<file path="src/rtl/phy_pwr_seq_pkg.sv">
package phy_pwr_seq_pkg;

    typedef enum logic [3:0] {
        ST_IDLE,
        ST_PDB_DROP,
        ST_DLL_DROP,
        ST_SETTLE,
        ST_PDB_RAISE,
        ST_CAL_WAIT,
        ST_CAL_CHECK,
        ST_FREQ_APPLY,
        ST_DLL_RAISE,
        ST_LOCK_WAIT,
        ST_LOCK_POLL,
        ST_DONE,
        ST_CAL_FAIL,
        ST_LOCK_FAIL
    } seq_state_t;

    typedef enum logic [1:0] {
        BAND_200 = 2'd0,
        BAND_50  = 2'd1,
        BAND_100 = 2'd2,
        BAND_150 = 2'd3
    } band_t;

    typedef struct packed {
        band_t band;
        logic  warn;
    } rate_class_t;

endpackage

</file>
<file path="src/rtl/phy_rate_class.sv">
module phy_rate_class
    import phy_pwr_seq_pkg::*;
#(
    parameter int RATE_W = 32
) (
    input  logic [RATE_W-1:0] rate_hz,
    input  logic              rate_valid,
    output rate_class_t       cls
);
    localparam logic [63:0] HZ_50M  = 64'd50_000_000;
    localparam logic [63:0] HZ_75M  = 64'd75_000_000;
    localparam logic [63:0] HZ_100M = 64'd100_000_000;
    localparam logic [63:0] HZ_125M = 64'd125_000_000;
    localparam logic [63:0] HZ_150M = 64'd150_000_000;
    localparam logic [63:0] HZ_175M = 64'd175_000_000;
    localparam logic [63:0] HZ_200M = 64'd200_000_000;
    localparam logic [63:0] HZ_TOL  = 64'd15_000_000;

    logic [63:0] rate_w;
    logic [63:0] ideal_hz;
    logic [63:0] dev_hz;
    band_t       band_raw;

    assign rate_w = 64'(rate_hz);

    // Band boundaries are midpoints between ideal rates.
    always_comb begin
        if (rate_w < HZ_75M) begin
            band_raw = BAND_50;
            ideal_hz = HZ_50M;
        end else if (rate_w < HZ_125M) begin
            band_raw = BAND_100;
            ideal_hz = HZ_100M;
        end else if (rate_w < HZ_175M) begin
            band_raw = BAND_150;
            ideal_hz = HZ_150M;
        end else begin
            band_raw = BAND_200;
            ideal_hz = HZ_200M;
        end
    end

    assign dev_hz = (rate_w > ideal_hz) ? (rate_w - ideal_hz) : (ideal_hz - rate_w);

    always_comb begin
        if (rate_valid) begin
            cls.band = band_raw;
            cls.warn = (rate_w > HZ_200M) || ((rate_w > HZ_50M) && (dev_hz > HZ_TOL));
        end else begin
            cls.band = BAND_200;
            cls.warn = 1'b0;
        end
    end

endmodule

</file>
<file path="src/rtl/phy_seq_timer.sv">
module phy_seq_timer #(
    parameter int CNT_W = 8
) (
    input  logic             clk,
    input  logic             rst,
    input  logic             load,
    input  logic [CNT_W-1:0] load_val,
    output logic             expired
);
    logic [CNT_W-1:0] count_q;

    always_ff @(posedge clk) begin
        if (rst) begin
            count_q <= '0;
        end else if (load) begin
            count_q <= load_val;
        end else if (count_q != '0) begin
            count_q <= count_q - 1'b1;
        end
    end

    assign expired = (count_q == '0);

    // once run down, the timer stays expired until reloaded
    p_timer_hold_r6: assert property (@(posedge clk) disable iff (rst)
        (expired && !load) |=> expired);

endmodule

</file>
<file path="src/rtl/phy_pwr_seq.sv">
module phy_pwr_seq
    import phy_pwr_seq_pkg::*;
#(
    parameter int CYC_PER_US  = 100,
    parameter int PDB_WAIT_US = 3,
    parameter int CAL_WAIT_US = 5,
    parameter int POLL_US     = 1,
    parameter int DLL_TMO_US  = 10000,
    parameter int RATE_W      = 32
) (
    input  logic              clk,
    input  logic              rst,
    input  logic              req_on,
    input  logic              req_off,
    input  logic [RATE_W-1:0] rate_hz,
    input  logic              rate_valid,
    input  logic              cal_done,
    input  logic              dll_ready,
    output logic              phy_pdb,
    output logic              phy_dll_en,
    output logic [1:0]        phy_freq_sel,
    output logic              seq_done,
    output logic              err_cal,
    output logic              err_dll,
    output logic              rate_warn
);
    localparam int PDB_CYC  = PDB_WAIT_US * CYC_PER_US;
    localparam int CAL_CYC  = CAL_WAIT_US * CYC_PER_US;
    localparam int POLL_CYC = POLL_US * CYC_PER_US;
    localparam int TMO_CYC  = DLL_TMO_US * CYC_PER_US;
    localparam int MAX_AB   = (PDB_CYC > CAL_CYC) ? PDB_CYC : CAL_CYC;
    localparam int MAX_ABC  = (MAX_AB > POLL_CYC) ? MAX_AB : POLL_CYC;
    localparam int MAX_CYC  = (MAX_ABC > TMO_CYC) ? MAX_ABC : TMO_CYC;
    localparam int CNT_W    = $clog2(MAX_CYC + 1);

    localparam logic [CNT_W-1:0] PDB_LD  = CNT_W'(PDB_CYC - 1);
    localparam logic [CNT_W-1:0] CAL_LD  = CNT_W'(CAL_CYC - 1);
    localparam logic [CNT_W-1:0] POLL_LD = CNT_W'(POLL_CYC - 1);
    localparam logic [CNT_W-1:0] TMO_LD  = CNT_W'(TMO_CYC - 1);

    seq_state_t       state_q, state_n;
    rate_class_t      cls;
    band_t            band_q;
    band_t            freq_q;
    logic             mode_on_q;
    logic             wait_load, tmo_load;
    logic [CNT_W-1:0] wait_val;
    logic             wait_exp, tmo_exp;
    logic             accept;

    phy_rate_class #(.RATE_W(RATE_W)) u_class (
        .rate_hz    (rate_hz),
        .rate_valid (rate_valid),
        .cls        (cls)
    );

    // Short waits: settle, trimming window, poll interval.
    always_comb begin
        wait_load = (state_n != state_q) &&
                    ((state_n == ST_SETTLE) || (state_n == ST_CAL_WAIT) ||
                     (state_n == ST_LOCK_WAIT));
        unique case (state_n)
            ST_SETTLE:   wait_val = PDB_LD;
            ST_CAL_WAIT: wait_val = CAL_LD;
            default:     wait_val = POLL_LD;
        endcase
    end

    assign tmo_load = (state_n == ST_DLL_RAISE);

    phy_seq_timer #(.CNT_W(CNT_W)) u_wait_tmr (
        .clk      (clk),
        .rst      (rst),
        .load     (wait_load),
        .load_val (wait_val),
        .expired  (wait_exp)
    );

    phy_seq_timer #(.CNT_W(CNT_W)) u_lock_tmr (
        .clk      (clk),
        .rst      (rst),
        .load     (tmo_load),
        .load_val (TMO_LD),
        .expired  (tmo_exp)
    );

    assign accept = (state_q == ST_IDLE) && (req_on || req_off);

    // Next-state logic
    always_comb begin
        state_n = state_q;
        unique case (state_q)
            ST_IDLE:       if (req_on || req_off) state_n = ST_PDB_DROP;
            ST_PDB_DROP:   state_n = ST_DLL_DROP;
            ST_DLL_DROP:   state_n = mode_on_q ? ST_SETTLE : ST_DONE;
            ST_SETTLE:     if (wait_exp) state_n = ST_PDB_RAISE;
            ST_PDB_RAISE:  state_n = ST_CAL_WAIT;
            ST_CAL_WAIT:   if (wait_exp) state_n = ST_CAL_CHECK;
            ST_CAL_CHECK:  state_n = cal_done ? ST_FREQ_APPLY : ST_CAL_FAIL;
            ST_FREQ_APPLY: state_n = ST_DLL_RAISE;
            ST_DLL_RAISE:  state_n = ST_LOCK_WAIT;
            ST_LOCK_WAIT:  if (wait_exp) state_n = ST_LOCK_POLL;
            ST_LOCK_POLL: begin
                if (dll_ready)    state_n = ST_DONE;
                else if (tmo_exp) state_n = ST_LOCK_FAIL;
                else              state_n = ST_LOCK_WAIT;
            end
            ST_DONE, ST_CAL_FAIL, ST_LOCK_FAIL: state_n = ST_IDLE;
            default:       state_n = ST_IDLE;
        endcase
    end

    // State register
    always_ff @(posedge clk) begin
        if (rst) state_q <= ST_IDLE;
        else     state_q <= state_n;
    end

    // Output register: driven by the state being entered
    always_ff @(posedge clk) begin
        if (rst) begin
            phy_pdb    <= 1'b0;
            phy_dll_en <= 1'b0;
            freq_q     <= BAND_200;
            band_q     <= BAND_200;
            mode_on_q  <= 1'b0;
            rate_warn  <= 1'b0;
            seq_done   <= 1'b0;
            err_cal    <= 1'b0;
            err_dll    <= 1'b0;
        end else begin
            seq_done <= (state_n == ST_DONE);
            err_cal  <= (state_n == ST_CAL_FAIL);
            err_dll  <= (state_n == ST_LOCK_FAIL);
            if (accept) begin
                mode_on_q <= req_on;
                band_q    <= cls.band;
                rate_warn <= cls.warn;
            end
            unique case (state_n)
                ST_PDB_DROP:   phy_pdb    <= 1'b0;
                ST_DLL_DROP:   phy_dll_en <= 1'b0;
                ST_PDB_RAISE:  phy_pdb    <= 1'b1;
                ST_FREQ_APPLY: freq_q     <= band_q;
                ST_DLL_RAISE:  phy_dll_en <= 1'b1;
                default: ;
            endcase
        end
    end

    assign phy_freq_sel = freq_q;

    // Checker state: run of cycles with power-down-bar low
    logic [CNT_W-1:0] low_run_q;
    always_ff @(posedge clk) begin
        if (rst)                   low_run_q <= '0;
        else if (phy_pdb)          low_run_q <= '0;
        else if (low_run_q != '1)  low_run_q <= low_run_q + 1'b1;
    end

    // power-down-bar rises only after the full settle time
    p_settle_min_r3: assert property (@(posedge clk) disable iff (rst)
        $rose(phy_pdb) |-> (low_run_q >= CNT_W'(PDB_CYC)));

    // DLL enable only falls once power-down-bar is already low
    p_drop_order_r2: assert property (@(posedge clk) disable iff (rst)
        $fell(phy_dll_en) |-> !phy_pdb);

    // DLL enable rises only with the PHY powered
    p_dll_after_pdb_r5: assert property (@(posedge clk) disable iff (rst)
        $rose(phy_dll_en) |-> phy_pdb);

    // band code is frozen while the DLL runs
    p_freq_stable_r5: assert property (@(posedge clk) disable iff (rst)
        (phy_dll_en && $past(phy_dll_en)) |-> $stable(phy_freq_sel));

    // a calibration failure leaves the DLL off
    p_cal_fail_dll_off_r4: assert property (@(posedge clk) disable iff (rst)
        err_cal |-> (!phy_dll_en && phy_pdb));

    // result pulses are exclusive and last one cycle
    p_pulse_excl_r10: assert property (@(posedge clk) disable iff (rst)
        $onehot0({seq_done, err_cal, err_dll}));
    p_pulse_short_r10: assert property (@(posedge clk) disable iff (rst)
        (seq_done || err_cal || err_dll) |=> !(seq_done || err_cal || err_dll));

    // a request arriving mid-sequence does not restart it
    p_busy_ignore_r9: assert property (@(posedge clk) disable iff (rst)
        ((state_q != ST_IDLE) && (req_on || req_off)) |=> (state_q != ST_PDB_DROP));

endmodule

</file>
<file path="config.mk">
export PLATFORM = sky130hd
export DESIGN_NAME = phy_pwr_seq
export DESIGN_NICKNAME = d
export VERILOG_FILES = /design/src/rtl/phy_pwr_seq_pkg.sv /design/src/rtl/phy_rate_class.sv /design/src/rtl/phy_seq_timer.sv /design/src/rtl/phy_pwr_seq.sv
export SDC_FILE = /design/constraint.sdc
export NUM_CORES = 1
export LEC_CHECK = 0
export BUFFER_PORTS_ARGS = -buffer_cell sky130_fd_sc_hd__buf_2
export CAP_MARGIN = 10
export CORE_MARGIN = 2
export CORE_UTILIZATION = 45
export DETAILED_ROUTE_END_ITERATION = 16
export PLACE_DENSITY = 0.65
export SYNTH_ARGS = -nofsm -noshare
export SYNTH_HDL_FRONTEND = slang
export SYNTH_SLANG_ARGS = --single-unit
</file>
<file path="constraint.sdc">
create_clock -name clk -period 4.5 [get_ports clk]
set_clock_uncertainty 0.05 [all_clocks]
set_input_delay 0.225 -clock clk [delete_from_list [all_inputs] [get_ports clk]]
set_output_delay 0.225 -clock clk [all_outputs]
set_load 0.05 [all_outputs]
</file>
# [Word-level counts from Yosys, hierarchy flattened]
# Index checks and enable logic that the tools add are counted.
# W data, S select, Z words.
[op_classes] n_addsub=4 order_cmp=7 eq_ne=22 mux=24 n_reduce_logical=17
[op_table] cell="$mux W64" count=3
[op_table] cell="$mux W20" count=4
[op_table] cell="$gt A32 B64 Y1" count=1
[op_table] cell="$gt A64 B24 Y1 const B" count=1
[op_table] cell="$lt A32 B27 Y1 const B" count=2
[op_table] cell="$sub A32 B64 Y64" count=1
[op_table] cell="$sub A64 B32 Y64" count=1
[op_table] cell="$pmux W4 S11" count=1
[op_table] cell="$logic_not A20 Y1" count=2
[op_table] cell="$reduce_bool A20 Y1" count=2
[op_table] cell="$sub A20 B1 Y20 const B" count=2
[op_table] cell="$eq A4 B4 Y1 const B" count=8
[op_table] cell="$gt A32 B26 Y1 const B" count=1
[op_table] cell="$gt A32 B28 Y1 const B" count=1
[op_table] cell="$lt A32 B28 Y1 const B" count=1
[op_table] cell="$eq A4 B3 Y1 const B" count=7
[op_table] cell="$mux W26" count=1
[op_table] cell="$mux W4" count=6
[op_table] cell="$pmux W9 S2" count=1
[op_table] cell="$eq A4 B2 Y1 const B" count=4
[op_table] cell="$mux W3" count=3
[op_table] cell="$eq A4 B1 Y1 const B" count=2
[op_table] cell="$reduce_bool A2 Y1" count=4
[op_table] cell="$mux W2" count=3
[op_table] cell="other kinds (6)" count=12
[word_totals] regBits=55 inputBits=39 output_inout_bits=8 word_cells=87

# [Logic depth before layout (Yosys ltp)]
[logic_depth] depth_word=10 mapped_depth=26 depth_no_buf=25

# [Hierarchy]
# Synthesis repeated with hierarchy kept, for this count alone.
[unflattened] hier_cells=778 area_unflattened_um2=5789.3
[by_module_without_submodules] module="phy_rate_class" n_inst=1 cells_per_inst=435 area_per_inst_um2=2786.4 seq_area_each_um2=0.0
[by_module_without_submodules] module="phy_seq_timer" n_inst=2 cells_per_inst=122 area_per_inst_um2=1081.0 seq_area_each_um2=400.4
[by_module_without_submodules] module="phy_pwr_seq" n_inst=1 cells_per_inst=99 area_per_inst_um2=840.8 seq_area_each_um2=300.3

# [Least setup slack after synthesis]
# Ideal clock, no wire load.
[synth_timing] path_type="in2reg" from="input port rate_hz[19]" to="register rate_warn" setup_time_ns=0.129 arrival_time_ns=4.764 required_time_ns=4.321 setup_slack_ns=-0.443 stages=25 n_path_buf=2 path_cell_list="clkbuf_1 -> clkbuf_1 -> nor2_1 -> nand3_1 -> o22ai_1 -> a21o_1 -> a31oi_1 -> and2_1 -> nor2_1 -> ha_1 -> fa_1 -> nor2b_1 -> o31ai_1 -> a211oi_1 -> o211ai_2 -> a221oi_2 -> nand3_1 -> nand2_1 -> nor2_1 -> ha_1 -> nand3b_1 -> nor4_1 -> a22oi_1 -> o41ai_2 -> nand4_1"
[synth_between] elab_chain_len=10 word_cells_on_any_way=16 cone_classes="2 x add/sub; 7 x order compare; 5 x mux; 2 x reduce/logical"
[synth_rtl] element="start: declaration" line="phy_pwr_seq.sv:15" source="input logic [RATE_W-1:0] rate_hz,"
[synth_rtl] element="$lt A32 B28 Y1" line="phy_rate_class.sv:34" source="end else if (rate_w < HZ_175M) begin"
[synth_rtl] element="$mux W26" line="phy_rate_class.sv:34"
[synth_rtl] element="$mux W64" line="phy_rate_class.sv:31" source="end else if (rate_w < HZ_125M) begin"
[synth_rtl] element="$mux W64" line="phy_rate_class.sv:28" source="if (rate_w < HZ_75M) begin"
[synth_rtl] element="$sub A64 B32 Y64, or another cell as far along" line="phy_rate_class.sv:43" source="assign dev_hz = (rate_w > ideal_hz) ? (rate_w - ideal_hz) : (ideal_hz - rate_w);"
[synth_rtl] element="$mux W64" line="phy_rate_class.sv:43"
[synth_rtl] element="$gt A64 B24 Y1" line="phy_rate_class.sv:48" source="cls.warn = (rate_w > HZ_200M) || ((rate_w > HZ_50M) && (dev_hz > HZ_TOL));"
[synth_rtl] element="$logic_and A1 B1 Y1" line="phy_rate_class.sv:48"
[synth_rtl] element="$logic_or A1 B1 Y1 (*)" line="phy_rate_class.sv:48"
[synth_rtl] element="$mux W3 (*)" line="phy_rate_class.sv:46" source="if (rate_valid) begin"
[synth_rtl] element="end signal: assignment" line="phy_pwr_seq.sv:138" source="rate_warn <= cls.warn;"
[synth_rtl] element="end: declaration" line="phy_pwr_seq.sv:25" source="output logic rate_warn"
# Mark *: on every way between the ends. The rest lies on a longest branch, timed or not.
# A chain may end at the register's enable or synchronous reset.

# [Worst setup path in the final report]
[layout_timing] from="input port rate_hz[6]" to="register rate_warn"
# The elaborated chain is that of the path after synthesis.

==> reports/qor.txt <==
Outcome -> complete, no violations
Largest net degree at the start of global routing -> 36
Area contributors post-synth -> dfxtp_1 19%, ha_1 6.2%, xnor2_1 6.2%, nor2_1 5.2%, a21oi_1 4.7%
Total power draw -> 2.72 mW
Mapped Cells -> 750
Largest area contributor in the netlist -> dfxtp_1
Netlist cell types -> 92
First-pass GRT wire length -> 29400 um
Synthesis-to-layout area growth -> 25.3%
1st-pass router iterations -> 5
Via/cell ratio -> 5.94
Ratio of cells with drive above 1 in the final layout -> 26.3%
Lkg Pwr -> 2.94 nW
Most frequent CP cell -> ha_1
H-tree depth -> 2
Post-DP HPWL -> 14800 um
Arr. time, crit path -> 4.55 ns
Sequential area share after synthesis -> 19.4%
Gr usage total -> 27.4%
Largest family of logic cells by synthesized area -> simple AND/OR/NAND/NOR gates
Core area -> 0.0122 mm2
Storage element area -> 0.00110 mm2
GR Overflow Total -> 0
Total CTS buffers -> 5
Post-route clock period utilization -> 98.4%
Die outline width -> 116 um
Critical path cell sequence -> buf_2 -> a311o_1 -> a2111oi_4 -> o2111a_2 -> inv_2 -> nor2_4 -> inv_1 -> ha_1 -> buf_4 -> nand2b_1 -> nand4b_1 -> o31a_1 -> o21ai_2 -> a31oi_2 -> a21o_1 -> a21oi_2 -> nor2_1 -> ha_1 -> or4_1 -> nand3_1 -> nand4_1
Slew Viols, Final -> 0
Most frequent cells in the layout -> 118 x buf_4, 77 x nor2_1, 55 x dfxtp_1
Max cap viols -> 0
IO Pins -> 47
Max IR drop VDD -> 0.000275 V
Clock Tree Buf Depth -> 2
Fin crit period -> 4.43 ns
Vias in the first global route -> 5829
Multiplexer area fraction after synthesis -> 2.56%
Later-pin clock latency in the skew report -> 0.29 ns
Slew HR -> 40.4%
Final nets -> 948
Full die area -> 0.0135 mm2
Post-synth EDFFs -> 0
Kind of critical path -> in -> reg
Yosys warns -> 0
Via count -> 6226
Initial Utilization -> 46.6%
Worst-path fanout max -> 6
Mapped Area -> 0.00567 mm2
Clk Tree Root Cell -> clkbuf_16
Starting DRT DRC Count -> 621
RSZ-0062 raised after global routing -> yes
Port bufs -> 46
Area of the multi-input gates -> 0.00437 mm2
Routed wire length -> 18300 um
Synth Area in Adders -> 7.07%
Req. time, crit path -> 4.63 ns
Mean Syn Cell Area -> 7.55 um2
Critical path's slowest cell -> or4_1
FF+latch count, synth -> 55
Slowest Stage Delay on Critical Path -> 0.51 ns
Initial antenna violation count -> 0
Fin. Hold Viols -> 0
Worst setup EP type -> flip-flop
Compound-Gate Fraction of Synth Area -> 25.8%
Max Clk Rate -> 0.226 GHz
Rows -> 40
Commonest non-fill, non-tap cell in the layout -> buf_4
Post-CTS Setup Bufs -> 0
Fin util -> 58.4%
Sink Count -> 55
Post-synth ARST share -> 0%
DIE HEIGHT -> 116 um
Placer Congestion -> 1.05
CP Launch Type -> primary input
Power per standard cell area -> 383 mW/mm2
Syn_nets -> 818
Fill count -> 1145
Antenna fix cells -> 0
Synth Area in XOR/XNOR -> 8.81%
Clock slew at reported path FFs -> 0.07 ns
Share of the synthesized area in the top cell type -> 19.4%
Slew @ Worst Pin -> 0.881 ns
Synth Area in Simple Gates -> 30.4%
Antenna viol nets, final -> 0
Class of the worst hold path -> in -> reg
Top FF cell, synth -> dfxtp_1
Final setup viols -> 0
CTS tree -> built
# DRC -> 0
Routed WL per cell -> 17.5 um
Post-CTS Hold Buffers -> 0
-- area by class of cell --
type	count	share of cell area [%]
Multi-Input combinational cell	615	61.6
Timing Repair Buffer	164	15.8
Sequential cell	55	15.5
Tap cell	168	2.96
Inverter	39	2.10
Clock buffer	6	1.82
Clock inverter	2	0.176
-- cells by family after synthesis --
family	after synthesis
AOI/OAI and AO/OA	196
xor gates and xnor gates	57
adders and majority gates	32
buffers and inverters	80
DFF	55
muxes	14
and+or+nand+nor	316
-- report_power, final --
| part | internal, mW | total [mW] | switching (mW) | leakage (nW) |
|---|---|---|---|---|
| Sequential | 0.625 | 0.766 | 0.141 | 0.450 |
| Combinational | 0.673 | 1.57 | 0.899 | 2.43 |
| Clock | 0.206 | 0.377 | 0.172 | 0.0669 |
-- through the flow --
step / std cells / setup slack, ns / setup TNS, ns / instance area [um2] / hold WS [ns]
5_1_grt: 1049 / -0.188 / -0.188 / 7100 / 0.145
2_1_floorplan: 750 / 0.0129 / 0 / 5780 / 0.311
6_report: 1049 / 0.0739 / 0 / 7100 / 0.136
3_5_place_dp: 1041 / -0.394 / -0.394 / 6900 / 0.401
3_3_place_gp: 1041 / -0.351 / -0.351 / 6900 / 0.394
4_1_cts: 1049 / 0.0182 / 0 / 7050 / 0.133
-- worst max-delay path: cells and delay by family --
| kind | cells | cell delay, ns |
|---|---|---|
| AOI/OAI and AO/OA | 8 | 2.14 |
| and+or+nand+nor | 7 | 1.15 |
| adders and majority gates | 2 | 0.59 |
| buffers and inverters | 4 | 0.45 |
-- per-layer routing --
layer	global-route usage [%]	wire length, um	up-vias
li1	-	-	3022
met1	38.0	8620	2952
met2	44.6	8260	222
met3	3.79	1040	30
met4	7.46	422	0
met5	0	0	-
-- final timing paths --
kind	start	to	slack, ns	depth (start not counted)
worst max register to register	u_wait_tmr.count_q[11]	u_wait_tmr.count_q[18]	0.87	11
worst min-delay path	req_on	mode_on_q	0.14	3
worst min register to register	band_q[1]	band_q[1]	0.41	2
worst max-delay path	rate_hz[6]	rate_warn	0.07	21
-- repair_timing --
action | 4_1_cts | 5_1_grt
endpoints found under the hold margin | 0 | 0
endpoints found under the setup margin | 1 | 1
pin swaps | 0 | 1
resized for setup | 1 | 10
-- registers in the layout, indices dropped and copies added, names as in the netlist --
name,cells
u_wait_tmr.count_q,20
err_cal,1
phy_dll_en,1
phy_freq_sel,2
phy_pdb,1
mode_on_q,1
state_q,4
u_lock_tmr.count_q,20
band_q,2
seq_done,1
rate_warn,1
err_dll,1
-- synthesized netlist by cell type, drive strengths merged, types with 4 or more instances --
master   number
nor3         32
nand2b       13
or2           8
o31a          5
inv          39
buf          12
nor2         80
nor2b        16
nand3        23
clkbuf       29
and2          5
nor4b         7
a211o         7
a211oi       10
xnor2        40
a31o          4
and4          4
dfxtp        55
o21ai        19
a2111oi       5
nand4        13
nand2        55
xor2         17
o221ai        4
mux2          4
o31ai        10
or3          10
a21oi        54
nor4         19
nor3b         7
mux2i        10
ha           28
a21o          9
o21a          5
and3          9
o211ai        9
a31oi        13
Note: power is estimated with default switching activity, not from simulation.
